===== src/rtl/sec_rtc_pkg.sv =====
package sec_rtc_pkg;
  localparam int DATA_W  = 32;
  localparam int ADDR_W  = 5;
  localparam int N_CMP   = 2;

  // Byte offsets of the register file
  localparam int OFF_UP  = 'h00;
  localparam int OFF_DN  = 'h04;
  localparam int OFF_CMP = 'h08;  // compare i at OFF_CMP + 4*i
  localparam int OFF_CTL = 'h10;
  localparam int OFF_STS = 'h14;
  localparam int OFF_KEY = 'h18;

  // Control bit positions
  localparam int CB_IE   = 0;     // interrupt enables, N_CMP bits
  localparam int CB_RT   = 2;     // wake-switch routing, N_CMP bits
  localparam int CB_SRST = 4;
  localparam int CB_HALT = 6;
  localparam int CB_FORCE = 7;
  localparam int CTL_W   = 8;
  localparam logic [CTL_W-1:0] CTL_MASK = 8'hDF;
endpackage


===== src/rtl/sec_rtc_cnt.sv =====
module sec_rtc_cnt #(
  parameter int DW = 32
) (
  input  logic          clk,
  input  logic          rst_n,
  input  logic          srst_i,
  input  logic          step_i,
  input  logic          ld_up_i,
  input  logic          ld_dn_i,
  input  logic [DW-1:0] wdata_i,
  output logic [DW-1:0] up_o,
  output logic [DW-1:0] dn_o
);
  logic [DW-1:0] up_q, up_d, dn_q, dn_d;

  always_comb begin
    up_d = up_q;
    dn_d = dn_q;
    if (srst_i) begin
      up_d = '0;
      dn_d = '0;
    end else begin
      if (ld_up_i)      up_d = wdata_i;
      else if (step_i)  up_d = up_q + 1'b1;
      if (ld_dn_i)      dn_d = wdata_i;
      else if (step_i)  dn_d = dn_q - 1'b1;
    end
  end

  always_ff @(posedge clk or negedge rst_n) begin
    if (!rst_n) begin
      up_q <= '0;
      dn_q <= '0;
    end else begin
      up_q <= up_d;
      dn_q <= dn_d;
    end
  end

  assign up_o = up_q;
  assign dn_o = dn_q;

  AST_SRST_CLEARS: assert property (@(posedge clk) disable iff (!rst_n)
    srst_i |=> (up_q == '0 && dn_q == '0));
  AST_STEP_PAIR: assert property (@(posedge clk) disable iff (!rst_n)
    (step_i && !srst_i && !ld_up_i && !ld_dn_i) |=>
      (up_q == DW'($past(up_q) + 1'b1) && dn_q == DW'($past(dn_q) - 1'b1)));
  AST_IDLE_HOLD: assert property (@(posedge clk) disable iff (!rst_n)
    (!step_i && !srst_i && !ld_up_i) |=> $stable(up_q));
endmodule


===== src/rtl/sec_rtc_cmp.sv =====
module sec_rtc_cmp #(
  parameter int DW = 32
) (
  input  logic          clk,
  input  logic          rst_n,
  input  logic          srst_i,
  input  logic [DW-1:0] count_i,
  input  logic [DW-1:0] match_i,
  input  logic          clr_i,
  output logic          sts_o
);
  logic hit, sts_q, sts_d;

  assign hit = (count_i == match_i) && (match_i != '1);

  always_comb begin
    sts_d = sts_q;
    if (srst_i)     sts_d = 1'b0;
    else if (hit)   sts_d = 1'b1;
    else if (clr_i) sts_d = 1'b0;
  end

  always_ff @(posedge clk or negedge rst_n) begin
    if (!rst_n) sts_q <= 1'b0;
    else        sts_q <= sts_d;
  end

  assign sts_o = sts_q;

  AST_ALLONES_INERT: assert property (@(posedge clk) disable iff (!rst_n)
    (match_i == '1 && !sts_q) |=> !sts_q);
  AST_ROSE_ON_EQUAL: assert property (@(posedge clk) disable iff (!rst_n)
    $rose(sts_q) |-> $past(count_i == match_i));
  AST_SRST_STATUS: assert property (@(posedge clk) disable iff (!rst_n)
    srst_i |=> !sts_q);
endmodule


===== src/rtl/sec_rtc_regs.sv =====
module sec_rtc_regs
  import sec_rtc_pkg::*;
#(
  parameter int DW = DATA_W,
  parameter int AW = ADDR_W,
  parameter int NC = N_CMP
) (
  input  logic                  clk,
  input  logic                  rst_n,
  input  logic                  wr_i,
  input  logic [AW-1:0]         addr_i,
  input  logic [DW-1:0]         wdata_i,
  input  logic [DW-1:0]         up_i,
  input  logic [DW-1:0]         dn_i,
  input  logic [NC-1:0]         sts_i,
  output logic [DW-1:0]         rdata_o,
  output logic [CTL_W-1:0]      ctrl_o,
  output logic [NC-1:0][DW-1:0] match_o,
  output logic                  ld_up_o,
  output logic                  ld_dn_o,
  output logic [NC-1:0]         clr_o,
  output logic                  psw_sts_o
);
  logic [CTL_W-1:0] ctrl_q, ctrl_d;
  logic [DW-1:0]    key_q, key_d;
  logic             psw_q, psw_d;
  logic             wr_ctl, wr_sts, wr_key, halted, srst, routed;

  assign wr_ctl  = wr_i && (addr_i == AW'(OFF_CTL));
  assign wr_sts  = wr_i && (addr_i == AW'(OFF_STS));
  assign wr_key  = wr_i && (addr_i == AW'(OFF_KEY));
  assign halted  = ctrl_q[CB_HALT];
  assign srst    = ctrl_q[CB_SRST];
  assign ld_up_o = wr_i && (addr_i == AW'(OFF_UP)) && halted;
  assign ld_dn_o = wr_i && (addr_i == AW'(OFF_DN)) && halted;
  assign routed  = |(sts_i & ctrl_q[CB_RT +: NC]);

  for (genvar i = 0; i < NC; i++) begin : g_cmp_reg
    logic [DW-1:0] m_q, m_d;
    logic          m_en;
    assign m_en = wr_i && (addr_i == AW'(OFF_CMP + 4*i));
    always_comb m_d = m_en ? wdata_i : m_q;
    always_ff @(posedge clk or negedge rst_n) begin
      if (!rst_n) m_q <= '1;
      else        m_q <= m_d;
    end
    assign match_o[i] = m_q;
    assign clr_o[i]   = wr_sts && wdata_i[i];
  end

  always_comb begin
    ctrl_d = wr_ctl ? (wdata_i[CTL_W-1:0] & CTL_MASK) : ctrl_q;
    key_d  = wr_key ? wdata_i : key_q;
    psw_d  = psw_q;
    if (srst)                     psw_d = 1'b0;
    else if (routed)              psw_d = 1'b1;
    else if (wr_sts && wdata_i[NC]) psw_d = 1'b0;
  end

  always_ff @(posedge clk or negedge rst_n) begin
    if (!rst_n) begin
      ctrl_q <= '0;
      key_q  <= '0;
      psw_q  <= 1'b0;
    end else begin
      ctrl_q <= ctrl_d;
      key_q  <= key_d;
      psw_q  <= psw_d;
    end
  end

  always_comb begin
    rdata_o = '0;
    case (addr_i)
      AW'(OFF_UP):  rdata_o = up_i;
      AW'(OFF_DN):  rdata_o = dn_i;
      AW'(OFF_CTL): rdata_o = DW'(ctrl_q);
      AW'(OFF_STS): rdata_o = DW'({psw_q, sts_i});
      AW'(OFF_KEY): rdata_o = key_q;
      default:      rdata_o = '0;
    endcase
    for (int i = 0; i < NC; i++)
      if (addr_i == AW'(OFF_CMP + 4*i)) rdata_o = match_o[i];
  end

  assign ctrl_o    = ctrl_q;
  assign psw_sts_o = psw_q;

  AST_LOAD_ONLY_HALTED: assert property (@(posedge clk) disable iff (!rst_n)
    (ld_up_o || ld_dn_o) |-> ctrl_q[CB_HALT]);
  AST_PSW_SRST: assert property (@(posedge clk) disable iff (!rst_n)
    ctrl_q[CB_SRST] |=> !psw_q);
  AST_RSVD_ZERO: assert property (@(posedge clk) disable iff (!rst_n)
    !ctrl_q[5]);
endmodule


===== src/rtl/sec_rtc.sv =====
module sec_rtc
  import sec_rtc_pkg::*;
(
  input  logic              clk,
  input  logic              rst_n,
  input  logic              tick_i,
  input  logic              bus_wr_i,
  input  logic [ADDR_W-1:0] bus_addr_i,
  input  logic [DATA_W-1:0] bus_wdata_i,
  output logic [DATA_W-1:0] bus_rdata_o,
  output logic              irq_o,
  output logic              pwr_sw_o
);
  logic [DATA_W-1:0]            up_cnt, dn_cnt;
  logic [CTL_W-1:0]             ctrl;
  logic [N_CMP-1:0][DATA_W-1:0] match_val;
  logic [N_CMP-1:0]             sts, clr;
  logic                         ld_up, ld_dn, psw_sts, step;

  assign step = tick_i && !ctrl[CB_HALT];

  sec_rtc_regs #(.DW(DATA_W), .AW(ADDR_W), .NC(N_CMP)) u_regs (
    .clk(clk), .rst_n(rst_n), .wr_i(bus_wr_i), .addr_i(bus_addr_i),
    .wdata_i(bus_wdata_i), .up_i(up_cnt), .dn_i(dn_cnt), .sts_i(sts),
    .rdata_o(bus_rdata_o), .ctrl_o(ctrl), .match_o(match_val),
    .ld_up_o(ld_up), .ld_dn_o(ld_dn), .clr_o(clr), .psw_sts_o(psw_sts)
  );

  sec_rtc_cnt #(.DW(DATA_W)) u_cnt (
    .clk(clk), .rst_n(rst_n), .srst_i(ctrl[CB_SRST]), .step_i(step),
    .ld_up_i(ld_up), .ld_dn_i(ld_dn), .wdata_i(bus_wdata_i),
    .up_o(up_cnt), .dn_o(dn_cnt)
  );

  for (genvar i = 0; i < N_CMP; i++) begin : g_cmp
    sec_rtc_cmp #(.DW(DATA_W)) u_cmp (
      .clk(clk), .rst_n(rst_n), .srst_i(ctrl[CB_SRST]), .count_i(up_cnt),
      .match_i(match_val[i]), .clr_i(clr[i]), .sts_o(sts[i])
    );
  end

  assign irq_o    = |(sts & ctrl[CB_IE +: N_CMP]);
  assign pwr_sw_o = ctrl[CB_FORCE] || (|(sts & ctrl[CB_RT +: N_CMP]));

  AST_IRQ_NEEDS_STATUS: assert property (@(posedge clk) disable iff (!rst_n)
    irq_o |-> (sts != '0));
  AST_PSW_SOURCE: assert property (@(posedge clk) disable iff (!rst_n)
    pwr_sw_o |-> (ctrl[CB_FORCE] || sts != '0));
  AST_PSW_LATCH: assert property (@(posedge clk) disable iff (!rst_n)
    $rose(psw_sts) |-> $past(sts != '0));
endmodule


===== config.mk =====
export PLATFORM = sky130hd
export DESIGN_NAME = sec_rtc
export DESIGN_NICKNAME = d
export VERILOG_FILES = /design/src/rtl/sec_rtc_pkg.sv /design/src/rtl/sec_rtc_cnt.sv /design/src/rtl/sec_rtc_cmp.sv /design/src/rtl/sec_rtc_regs.sv /design/src/rtl/sec_rtc.sv
export SDC_FILE = /design/constraint.sdc
export NUM_CORES = 1
export LEC_CHECK = 0
export CORE_AREA = 8 8 133 135
export CTS_CLUSTER_SIZE = 25
export DETAILED_ROUTE_END_ITERATION = 6
export DIE_AREA = 0 0 141 143
export DONT_BUFFER_PORTS = 1
export PLACE_DENSITY = 0.78
export SETUP_SLACK_MARGIN = 0.15
export SLEW_MARGIN = 10
export SYNTH_ARGS = -nofsm -noshare
export SYNTH_HDL_FRONTEND = slang
export SYNTH_SLANG_ARGS = --single-unit

===== constraint.sdc =====
create_clock -name clk -period 3.25 [get_ports clk]
set_clock_uncertainty 0.1 [all_clocks]
set_input_delay 0.1625 -clock clk [delete_from_list [all_inputs] [get_ports clk]]
set_output_delay 0.1625 -clock clk [all_outputs]
set_load 0.02 [all_outputs]

; Word level (Yosys, flattened, before mapping)
; Index checks and enable logic that the tools add are counted.
[word_totals]
regBits = 170
output_inout_bits = 34
[op_classes]
eq_ne = 10
n_addsub = 2
n_bitwise = 2
n_reduce_logical = 25
n_mux = 18
[op_table]
columns = cell, n
row1 = 32-bit 2-to-1 mux, 8
row2 = 32-bit case mux with 5 select lines, 1
row3 = 32-bit equality test, 2
row4 = 32-bit != test (second input constant), 2
row5 = 32-bit by 1-bit adder with 32-bit output (second input constant), 1
row6 = 32-bit by 1-bit subtractor with 32-bit output (second input constant), 1
row7 = 5-bit equality test (second input constant), 3
row8 = 1-bit logical AND, 15
row9 = 3-bit nonzero test, 5
row10 = 5-bit by 4-bit equality test with 1-bit output (second input constant), 2
row11 = 1-bit 2-to-1 mux, 9
row12 = 5-bit by 3-bit equality test with 1-bit output (second input constant), 1
row13 = 5-bit zero test, 1
row14 = 2-bit bitwise AND, 2
row15 = 2-bit OR reduction, 2
row16 = 1-bit zero test, 1
row17 = 1-bit logical OR, 1

; Logic depth before layout (Yosys ltp)
[logic_depth]
ltp_word = 6
ltp_mapped = 8

; Hierarchy
; Synthesis repeated with hierarchy kept, for this count alone.
[hier_totals]
hier_cells = 1019
hier_area_um2 = 10359.9
[by_module_without_submodules]
columns = mod, seq_area_each_um2, area_per_inst_um2, n_inst, cells_each
row1 = sec_rtc_regs, 2682.6, 5450.2, 1, 442
row2 = sec_rtc_cnt, 1601.5, 3945.0, 1, 462
row3 = sec_rtc_cmp, 25.0, 469.2, 2, 56
row4 = sec_rtc, 0.0, 26.3, 1, 3

; Worst setup path before layout
; No wires, ideal clock.
[synth_timing]
path_type = register -> register
start = register u_cnt.dn_q[6] (netlist: u_cnt.dn_o[6])
end = register u_cnt.dn_q[20] (netlist: u_cnt.dn_o[20])
t_arrival_ns = 2.099
required_ns = 3.011
path_buffers = 2
setup_slack_ns = 0.913
period_less_slack_ns = 2.337
stages_incl_launch_ff = 8
cell_sequence = dfrtp_1 or4_1 buf_2 or3_1 buf_2 or2_4 o311ai_0 o21ai_1
[synth_via]
elab_chain_len = 4
[synth_lines]
columns = element, line_no
row1 = from (decl), sec_rtc_cnt.sv:14  ; logic [DW-1:0] up_q, up_d, dn_q, dn_d;
row2 = from (signal assigned), sec_rtc_cnt.sv:36  ; dn_q <= dn_d;
row3 = 32-bit by 1-bit subtractor with 32-bit output, sec_rtc_cnt.sv:26  ; else if (step_i) dn_d = dn_q - 1'b1;
row4 = 32-bit 2-to-1 mux, sec_rtc_cnt.sv:26
row5 = 32-bit 2-to-1 mux, sec_rtc_cnt.sv:25  ; if (ld_dn_i) dn_d = wdata_i;
row6 = 32-bit 2-to-1 mux, sec_rtc_cnt.sv:19  ; if (srst_i) begin
; No other way between the ends. The select of a mux whose other input is x is not followed.
; A chain may end at the register's enable or synchronous reset.

; Final worst setup path
[layout_timing]
start = register u_cnt.dn_q[16] (netlist: u_cnt.dn_o[16])
end = register u_cnt.dn_q[29] (netlist: u_cnt.dn_o[29])
; The elaborated chain is that of the path after synthesis.

==> results_dict.tcl <==
set metrics [dict create \
    run_status "complete, but fails checks" \
    violations "DRC, hold timing" \
    layout.cells.most_common "dfrtp_1" \
    via_per_inst 7.073 \
    worst_hold_slack_ps -668.4 \
    hold_path_class "primary input to async pin" \
    crit_type "flop to flop" \
    worstPathRequired_ps 3490 \
    first_pass_grt_wire_length_mm 48.44 \
    power.static_leakage_nw 4.459 \
    final_layout_size_suffix_gt1_share_pct 24.72 \
    initial_core_util_pct 63.54 \
    initial_antenna_violation_count 0 \
    ys.flop_type "dfrtp_1" \
    final.setup.tns_ps 0 \
    synth-warning-count 0 \
    synthesis.area_um2 9911 \
    rows 46 \
    count_of_nets_after_finishing 1021 \
    grt_max_degree 171 \
    fin_crit_ps 2815 \
    regToRegSetupSlack_ps 440 \
    synth.lib_cells_used.distinct 62 \
    cts.clk_slew.worst_paths_ps 60 \
    critical_path.max_fanout 15 \
    per_cell_routed_wire_length_um 25.57 \
    final_period_utilization_pct 86.61 \
    clkSinkCount 170 \
    synth-seq-area-share_pct 43.73 \
    timing.max_cap.violations 0 \
    irDropWorstVdd_v 0.0005424 \
    max_clock_freq_mhz 355.2 \
    cts_tree "done" \
    totalPowerFinal_mw 7.523 \
    cell_by_cell_trace_of_the_critical_path "or3_1 -> nor4_2 -> nand3_1 -> or4_1 -> a311oi_1" \
    max_slew_violation_total_from_the_final_report 0 \
    ys_seq_elements 170 \
    postLayoutSetupSlackWorst_ps 435.0 \
    placement.setup.worst_slack_ps 507.0 \
    grt_pass1_vias 8173 \
    via_count 8537 \
    ctsRootBufferMaster "clkbuf_16" \
    gr-usage-all-layers_pct 31.27 \
    cellPowerDensity_nw_per_um2 686.5 \
    finalSetupViolations 0 \
    postCtsHoldBufs 33 \
    layout_area_growth_over_synthesis_pct 10.57 \
    critical_path.endpoint_type "flop" \
    die_area_um2 20160 \
    place.port_buffers 0 \
    drt_drc_violations_left 10 \
    critical_path.max_stage_delay_ps 620 \
    rsz0062_at_grt "no" \
    postCtsSetupBuffers 0 \
    post_cts_resized 0 \
    clock_tree.htree_level_count 4 \
    finalWirelength_mm 30.86 \
    route.antenna.remaining_nets 0 \
    place_congestion 0.9932 \
    synth_enable_flop_cells 0 \
    worst-slew-pin-transition_ps 983.5 \
    num_io_pins 75 \
    max-slew-margin-rel_pct 34.27 \
    die-height_um 143 \
    detailedRoute.firstIterationViolations 1390 \
    antenna_cells 0 \
    synthCells 986 \
    firstDrtPassIters 7 \
    die_w_um 141 \
    insertion_delay_ps 440 \
    overflow_left_after_global_routing 0 \
    ctsLongestPathBuffers 2 \
    endpoint_arrival_time_on_the_critical_path_ps 3050 \
    core-area_um2 15600 \
    finalHoldViolCount 170 \
    numPlacedInstances 1142 \
    highest_count_cells_in_the_layout_ignoring_fill_and_taps "dfrtp_1 (105), mux2_2 (104), nor2_1 (98)" \
    syn_nets 1029 \
    place_hpwl_mm 21.17 \
    cts-buffers-inserted 17 \
    postSynthAreaPerCell_um2 10.05 \
    startpoint_type "flop" \
    worst_path_max_delay_cell "or4_1" \
    async_reset_ff_share_pct 100.0 \
    fin_cells 1207 \
]
## registers in the layout, summed over array words and instances (netlist names)
register,flops
u_regs.g_cmp.m_q,64
u_cnt.dn_o,32
u_cnt.up_o,32
u_regs.key_q,32
u_regs.ctrl_o,7
g_cmp.u_cmp.sts_o,2
u_regs.psw_sts_o,1
## where the power goes
| group | internal, mW | switching (mW) | leakage, nW | total, mW |
|---|---|---|---|---|
| clock network | 1.08 | 0.858 | 0.261 | 1.93 |
| registers | 2.70 | 0.683 | 2.08 | 3.38 |
| logic | 0.984 | 1.22 | 2.12 | 2.21 |
## cells in the mapped netlist (all sizes together), types with 24 or more instances
cell	instances	area share, %
clkbuf	72	2.7
dfstp	64	17
mux2	104	12
nor2	99	3.7
dfrtp	106	27
a31oi	34	2.1
nand2	74	2.8
nand3	24	1.2
a222oi	33	3.3
nand4	41	2.6
a211oi	36	2.8
xnor2	44	3.9
xor2	56	4.9
## metrics by stage
step	hold slack (ps)	instance area, um^2	utilization [%]
5_1_grt	-692.6	10960	70.26
3_5_place_dp	-225.5	10080	64.62
4_1_cts	-683.4	10960	70.26
3_3_place_gp	-224.5	10080	64.62
2_1_floorplan	-233.1	9911	-
6_report	-668.4	10960	70.26
## final timing paths
check / from / to / cells past startpoint
max: u_cnt.dn_o[16] / u_cnt.dn_o[29] / 5
min: rst_n / u_regs.key_q[2] / 0
max reg2reg: u_cnt.dn_o[16] / u_cnt.dn_o[29] / 5
min reg2reg: u_regs.key_q[5] / u_regs.key_q[5] / 1
max in group asynchronous: rst_n / u_regs.g_cmp_reg[0].m_q[18] / 0
min in group clk: bus_wr_i / g_cmp[1].u_cmp.sts_o / 4
## worst max-delay path: cells and delay by family, from the launching register on
family | cells | cell delay (ps)
flip-flops | 1 | 420
AO/OA/AOI/OAI | 1 | 260
AND/OR/NAND/NOR | 4 | 1940
## per-layer routing
metal  GRT usage (%)  vias up  wire, um
met5               0        -         0
met4           11.82        0      1096
met3           7.379       98      3271
met2           48.70      578     14260
met1           41.71     4194     12230
li1                -     3667         -
## area by class of cell
class / count / area [um^2]
Fill cell: 1127 / 4639
Clock buffer: 22 / 454.2
Timing Repair Buffer: 60 / 533.0
Inverter: 6 / 22.52
Multi-Input combinational cell: 723 / 5249
Clock inverter: 10 / 93.84
Sequential cell: 170 / 4335
Tap cell: 216 / 270.3
## logic make-up (layout without fill, tap and decap cells)
group / count (synthesis) / count (layout) / synth area share [%]
AOI/OAI and AO/OA: 168 / 168 / 13.19
adders and majority gates: 2 / 2 / 0.2525
DFF: 170 / 170 / 43.73
muxes: 110 / 110 / 12.42
buffers and inverters: 93 / 98 / 3.598
xor gates and xnor gates: 100 / 100 / 8.837
and+or+nand+nor: 343 / 343 / 17.97
(Power assumes the default switching activity.)
